<file path="config.mk">
export PLATFORM = sky130hd
export DESIGN_NAME = icount_trigger
export DESIGN_NICKNAME = d
export VERILOG_FILES = /design/src/rtl/icount_pkg.sv /design/src/rtl/icount_mode_qual.sv /design/src/rtl/icount_counter.sv /design/src/rtl/icount_cfg.sv /design/src/rtl/icount_trigger.sv
export SDC_FILE = /design/constraint.sdc
export NUM_CORES = 1
export LEC_CHECK = 0
export BUFFER_PORTS_ARGS = -buffer_cell sky130_fd_sc_hd__buf_2
export CAP_MARGIN = 10
export CORE_ASPECT_RATIO = 2
export CORE_MARGIN = 2
export CORE_UTILIZATION = 41
export CTS_BUF_LIST = sky130_fd_sc_hd__clkbuf_8
export DETAILED_ROUTE_END_ITERATION = 8
export PLACE_DENSITY = 0.83
export SYNTH_ARGS = -nofsm -noshare
export SYNTH_HDL_FRONTEND = slang
export SYNTH_SLANG_ARGS = --single-unit
</file>
<file path="constraint.sdc">
create_clock -name clk -period 2 [get_ports clk]
set_input_delay 0.6 -clock clk [delete_from_list [all_inputs] [get_ports clk]]
set_output_delay 0.6 -clock clk [all_outputs]
set_load 0.01 [all_outputs]
</file>
<file path="src/rtl/icount_pkg.sv">
// Package: field positions and codes shared by the countdown trigger.
// Assumes a control word of at least 32 bits with the type code in its top nibble.
package icount_pkg;

    localparam int unsigned BIT_U  = 6;
    localparam int unsigned BIT_S  = 7;
    localparam int unsigned BIT_M  = 9;
    localparam int unsigned BIT_VU = 25;
    localparam int unsigned BIT_VS = 26;

    localparam logic [3:0] TYPE_CODE = 4'd3;

    localparam logic [1:0] PRIV_U = 2'd0;
    localparam logic [1:0] PRIV_S = 2'd1;
    localparam logic [1:0] PRIV_M = 2'd3;

    // Per-mode enables held by the trigger.
    typedef struct packed {
        logic vs;
        logic vu;
        logic m;
        logic s;
        logic u;
    } mode_en_t;

endpackage

</file>
<file path="src/rtl/icount_mode_qual.sv">
// Module: decides whether the current privilege/virtualization state is one
// in which retired instructions count. Purely combinational.
// Assumes priv 2 is reserved, and that a virtualized hart runs only at priv 0 or 1.
module icount_mode_qual
    import icount_pkg::*;
(
    input  mode_en_t   mode_en,
    input  logic [1:0] priv,
    input  logic       virt,
    output logic       qualify
);

    // Pick the enable bit that belongs to the current mode.
    always_comb begin
        qualify = 1'b0;
        if (virt) begin
            case (priv)
                PRIV_U:  qualify = mode_en.vu;
                PRIV_S:  qualify = mode_en.vs;
                default: qualify = 1'b0;
            endcase
        end else begin
            case (priv)
                PRIV_U:  qualify = mode_en.u;
                PRIV_S:  qualify = mode_en.s;
                PRIV_M:  qualify = mode_en.m;
                default: qualify = 1'b0;
            endcase
        end
    end

endmodule

</file>
<file path="src/rtl/icount_counter.sv">
// Module: holds the remaining count. It loads on a write, steps down on a
// qualified retire, and pulses fire on the step from one to zero.
// Assumes a load and a step never both take effect: the load wins.
module icount_counter #(
    parameter int unsigned CNT_W = 14
) (
    input  logic             clk,
    input  logic             rst_n,
    input  logic             load,
    input  logic [CNT_W-1:0] load_val,
    input  logic             step,
    output logic [CNT_W-1:0] cnt,
    output logic             fire
);

    localparam logic [CNT_W-1:0] CNT_ZERO = '0;
    localparam logic [CNT_W-1:0] CNT_ONE  = CNT_W'(1);

    logic live;
    assign live = (cnt != CNT_ZERO);

    // Count register and its single-cycle zero-crossing pulse.
    always_ff @(posedge clk) begin
        if (!rst_n) begin
            cnt  <= CNT_ZERO;
            fire <= 1'b0;
        end else begin
            fire <= 1'b0;
            if (load) begin
                cnt <= load_val;
            end else if (step && live) begin
                cnt  <= cnt - CNT_ONE;
                fire <= (cnt == CNT_ONE);
            end
        end
    end

endmodule

</file>
<file path="src/rtl/icount_cfg.sv">
// Module: keeps the mode enables from a control word write and builds the
// read-back word from those enables, the fixed type code and the live count.
// Assumes that the count field overlaps none of the enable bits or the type nibble.
module icount_cfg
    import icount_pkg::*;
#(
    parameter int unsigned XLEN    = 32,
    parameter int unsigned CNT_LSB = 10,
    parameter int unsigned CNT_W   = 14
) (
    input  logic             clk,
    input  logic             rst_n,
    input  logic             wr,
    input  logic [XLEN-1:0]  wdata,
    input  logic [CNT_W-1:0] cnt,
    output mode_en_t         mode_en,
    output logic [CNT_W-1:0] wr_cnt,
    output logic [XLEN-1:0]  rdata
);

    localparam int unsigned TYPE_MSB = XLEN - 1;

    assign wr_cnt = wdata[CNT_LSB +: CNT_W];

    // Keep only the enable bits of a write.
    always_ff @(posedge clk) begin
        if (!rst_n) begin
            mode_en <= '0;
        end else if (wr) begin
            mode_en.u  <= wdata[BIT_U];
            mode_en.s  <= wdata[BIT_S];
            mode_en.m  <= wdata[BIT_M];
            mode_en.vu <= wdata[BIT_VU];
            mode_en.vs <= wdata[BIT_VS];
        end
    end

    // Build the read-back word; unkept fields stay zero.
    always_comb begin
        rdata                       = '0;
        rdata[TYPE_MSB -: 4]        = TYPE_CODE;
        rdata[BIT_U]                = mode_en.u;
        rdata[BIT_S]                = mode_en.s;
        rdata[BIT_M]                = mode_en.m;
        rdata[BIT_VU]               = mode_en.vu;
        rdata[BIT_VS]               = mode_en.vs;
        rdata[CNT_LSB +: CNT_W]     = cnt;
    end

endmodule

</file>
<file path="src/rtl/icount_trigger.sv">
// Module: top of the retired-instruction countdown trigger. It connects the
// configuration store, the mode qualifier and the count register.
// Assumes at most one retired instruction per cycle.
module icount_trigger
    import icount_pkg::*;
#(
    parameter int unsigned XLEN    = 32,
    parameter int unsigned CNT_LSB = 10,
    parameter int unsigned CNT_W   = 14
) (
    input  logic            clk,
    input  logic            rst_n,
    input  logic            cfg_wr,
    input  logic [XLEN-1:0] cfg_wdata,
    input  logic            retire,
    input  logic [1:0]      priv,
    input  logic            virt,
    output logic [XLEN-1:0] cfg_rdata,
    output logic            fire
);

    mode_en_t         mode_en;
    logic [CNT_W-1:0] cnt;
    logic [CNT_W-1:0] wr_cnt;
    logic             qualify;
    logic             step;

    icount_cfg #(
        .XLEN    (XLEN),
        .CNT_LSB (CNT_LSB),
        .CNT_W   (CNT_W)
    ) i_cfg (
        .clk     (clk),
        .rst_n   (rst_n),
        .wr      (cfg_wr),
        .wdata   (cfg_wdata),
        .cnt     (cnt),
        .mode_en (mode_en),
        .wr_cnt  (wr_cnt),
        .rdata   (cfg_rdata)
    );

    icount_mode_qual i_qual (
        .mode_en (mode_en),
        .priv    (priv),
        .virt    (virt),
        .qualify (qualify)
    );

    // A retire counts only in an enabled mode.
    assign step = retire && qualify;

    icount_counter #(
        .CNT_W (CNT_W)
    ) i_cnt (
        .clk      (clk),
        .rst_n    (rst_n),
        .load     (cfg_wr),
        .load_val (wr_cnt),
        .step     (step),
        .cnt      (cnt),
        .fire     (fire)
    );

endmodule

</file>
==> summary.md <==
| Metric | Value |
|---|---|
| Buffers & Inverters on Critical Path | 2 |
| Number of synthesis warnings | 0 |
| FMAX | 0.495 GHz |
| Fin util | 60.5% |
| Worst slew margin | 62.0% |
| Placer Congestion | 0.928 |
| Area delta synth->final | 42.0% |
| Type of element launching the critical path | primary input |
| NumNets Final | 254 |
| Detailed Place HPWL | 2490 um |
| Drt drc | 0 |
| Post-Syn Area | 0.00124 sq mm |
| WS Path Type | in -> reg |
| Maximum vdd drop | 0.366 mV |
| Die Height | 81.8 um |
| Vias in the first global route | 1,267 |
| Most instantiated cells after synthesis | 20 x dfxtp_1, 16 x o21ai_0, 13 x buf_4 |
| Max FO, Critical Path | 5 |
| R2R Setup Slk | -10 ps |
| Sequential area share after synthesis | 32.3% |
| Max-slew violation count | 0 |
| Worst path top cell family by delay | simple AND/OR/NAND/NOR gates |
| Initial Utilization | 42.6% |
| CP Capture Type | flip-flop |
| CTS tree | built |
| Crit path cell chain | buf_6, mux4_2, nand3b_1, a32o_2, buf_6, or4_4, a31oi_1 |
| Dpl cells | 232 |
| Crit path arrival time | 2210 ps |
| Hold Crit Class | reg -> reg |
| # setup viols final | 2 |
| Port Buf Inserts | 45 |
| Slew at the pin with the worst max-slew slack | 570 ps |
| Root buffer cell | clkbuf_8 |
| DIE AREA | 0.00351 sq mm |
| H-tree Lvls | 1 |
| Sequential power share | 43.3% |
| 1st-iter DRT viols | 27 |
| Core Rows | 28 |
| Finished Layout Cells | 240 |
| Routed WL per cell | 14.3 um |
| Crit-path max cell delay | 460 ps |
| Detailed-router iteration count before antenna repair | 4 |
| Final Hold Viols | 0 |
| Clk buf depth | 2 |
| Ys async rst share | 0% |
| # hold bufs at CTS | 0 |
| Wire length of the first global-routing pass | 5210 um |
| Num CTS Buffers | 3 |
| Inserted Diodes | 0 |
| Dominant cells by area after synthesis | dfxtp_1 32%, buf_4 7.9%, o21ai_0 6.5% |
| Post-synth top area cell | dfxtp_1 |
| Core Region | 0.00291 sq mm |
| Skew-Pair Late Insertion Delay | 260 ps |
| Max-cap viol count | 0 |
| Synthesized area per cell | 8.73 sq um |
| Gate power share | 30.5% |
| Vias | 1,331 |
| Fin crit share | 101% |
| GRT Residual Overflow | 0 |
| Antenna Nets Post-Route | 0 |
| Switching Share | 30.9% |
| Vias per inst | 5.55 |
| Top cell type's share of synthesized area | 32.3% |
| Overall power | 1.03 mW |
| Overall global routing resource usage | 19.5% |
| Critical Path RT | 2190 ps |
| Fin worst setup slack | -18.4 ps |
| Clock sinks | 20 |
| Worst path slowest cell | or4_4 |
| Power share of the clock group | 26.1% |
| Ports | 72 |
| Post-synth EDFFs | 0 |
| Int Power | 708 uW |
| Status | complete, but fails checks |
| Die X | 42.9 um |
| Gate count after technology mapping | 142 |
| Final WL | 3430 um |
| Failing checks | negative setup slack |
| Most used cell along the critical path | buf_6 |
| Seq cells post-synth | 20 |
| Layout cells sized above 1 | 44.8% |
| P_sw | 317 uW |
| Count leader, synth | dfxtp_1 |
| Clk slew on worst S/H paths | 70 ps |
| Largest net degree at the start of global routing | 24 |
| Power Dens Cells | 582 mW/mm^2 |
| Clk_skew | 3.39 ps |
| Count of cell types in the netlist | 40 |
| Unrepaired setup endpoints after global routing | yes |
| Antenna violations before repair | 0 |
| Leakage power | 0.804 nW |
| Final Critical Period | 2020 ps |
| Dominant synthesized flop cell | dfxtp_1 |
[stage by stage]
step | setup TNS (ps) | hold slack, ps | instance area [sq um] | setup slack (ps)
after floorplan | -48.6 | 529 | 1280 | -48.6
after global placement | -1170 | 498 | 1580 | -175
after detailed placement | -1480 | 510 | 1580 | -199
after CTS | -7.70 | 523 | 1690 | -7.70
after global routing | -472 | 552 | 1760 | -83.8
final | -32.1 | 512 | 1760 | -18.4
[power groups by stage]
stage               clock network (mW)  logic [mW]  registers (mW)
floorplan                            0       0.145           0.472
global placement                     0       0.271           0.450
detailed placement                   0       0.278           0.451
CTS                              0.269       0.295           0.443
global route                     0.286       0.340           0.448
finish                           0.268       0.313           0.444
[state kept, by name, summed over array words and instances (netlist names)]
register and flops:
i_cnt.cnt 14, i_cfg.mode_en 5, i_cnt.fire 1
[worst register-to-register path, cell delays in order (launching register included)]
cell	delay (ps)
dfxtp_2	320
or4_4	590
nor4_4	210
nand2_1	130
or4_1	520
a31oi_1	170
[final cells by class]
class / count / area (sq um)
timing repair buffer: 74 / 483
fill: 269 / 1150
clock buffer: 3 / 41.3
inverter: 3 / 11.3
multi-input combinational: 110 / 785
tap: 30 / 37.5
sequential: 20 / 403
[cell usage in the layout (no fill, tap or decap), drive strengths merged, types with 3 or more instances in the layout]
cell type,instances
a31oi,9
buf,73
clkbuf,4
conb,13
dfxtp,20
ha,3
inv,3
mux2i,5
nand3,5
nor2,5
nor2b,7
nor3,3
nor4,4
o21ai,16
o31ai,4
or3,7
or4,7
[final timing paths]
path	startpoint	endpoint	cells after the start
max	virt	i_cnt.cnt[8]	7
min	i_cnt.cnt[7]	i_cnt.cnt[7]	2
max reg2reg	i_cnt.cnt[6]	i_cnt.cnt[13]	5
min reg2reg	i_cnt.cnt[7]	i_cnt.cnt[7]	2
[metal layers]
layer / vias to the layer above / routed length (um) / global-route usage (%) / share of wire (%)
li1: 642 / - / - / -
met1: 623 / 1200 / 16.8 / 35
met2: 56 / 1940 / 39.8 / 57
met5: - / 0 / 0 / 0
met4: 0 / 104 / 11.9 / 3.0
met3: 10 / 179 / 2.20 / 5.2
[logic make-up after synthesis]
| logic type | after synthesis | synth area share, % |
|---|---|---|
| adder cells (fa/ha/maj) | 3 | 3.03 |
| other | 2 | 0.606 |
| flip-flops | 20 | 32.3 |
| buffers and inverters | 23 | 12.7 |
| AO/OA/AOI/OAI | 37 | 18.8 |
| XOR/XNOR | 1 | 0.706 |
| multiplexers | 6 | 5.85 |
| AND/OR/NAND/NOR | 50 | 26.0 |
[timing repair]
action	in CTS	in global routing
gates cloned	0	1
pin swaps	2	12
setup endpoints to repair	9	10
buffers inserted	3	1
gates resized for setup	6	14
Power figures use the tool's default switching activity.
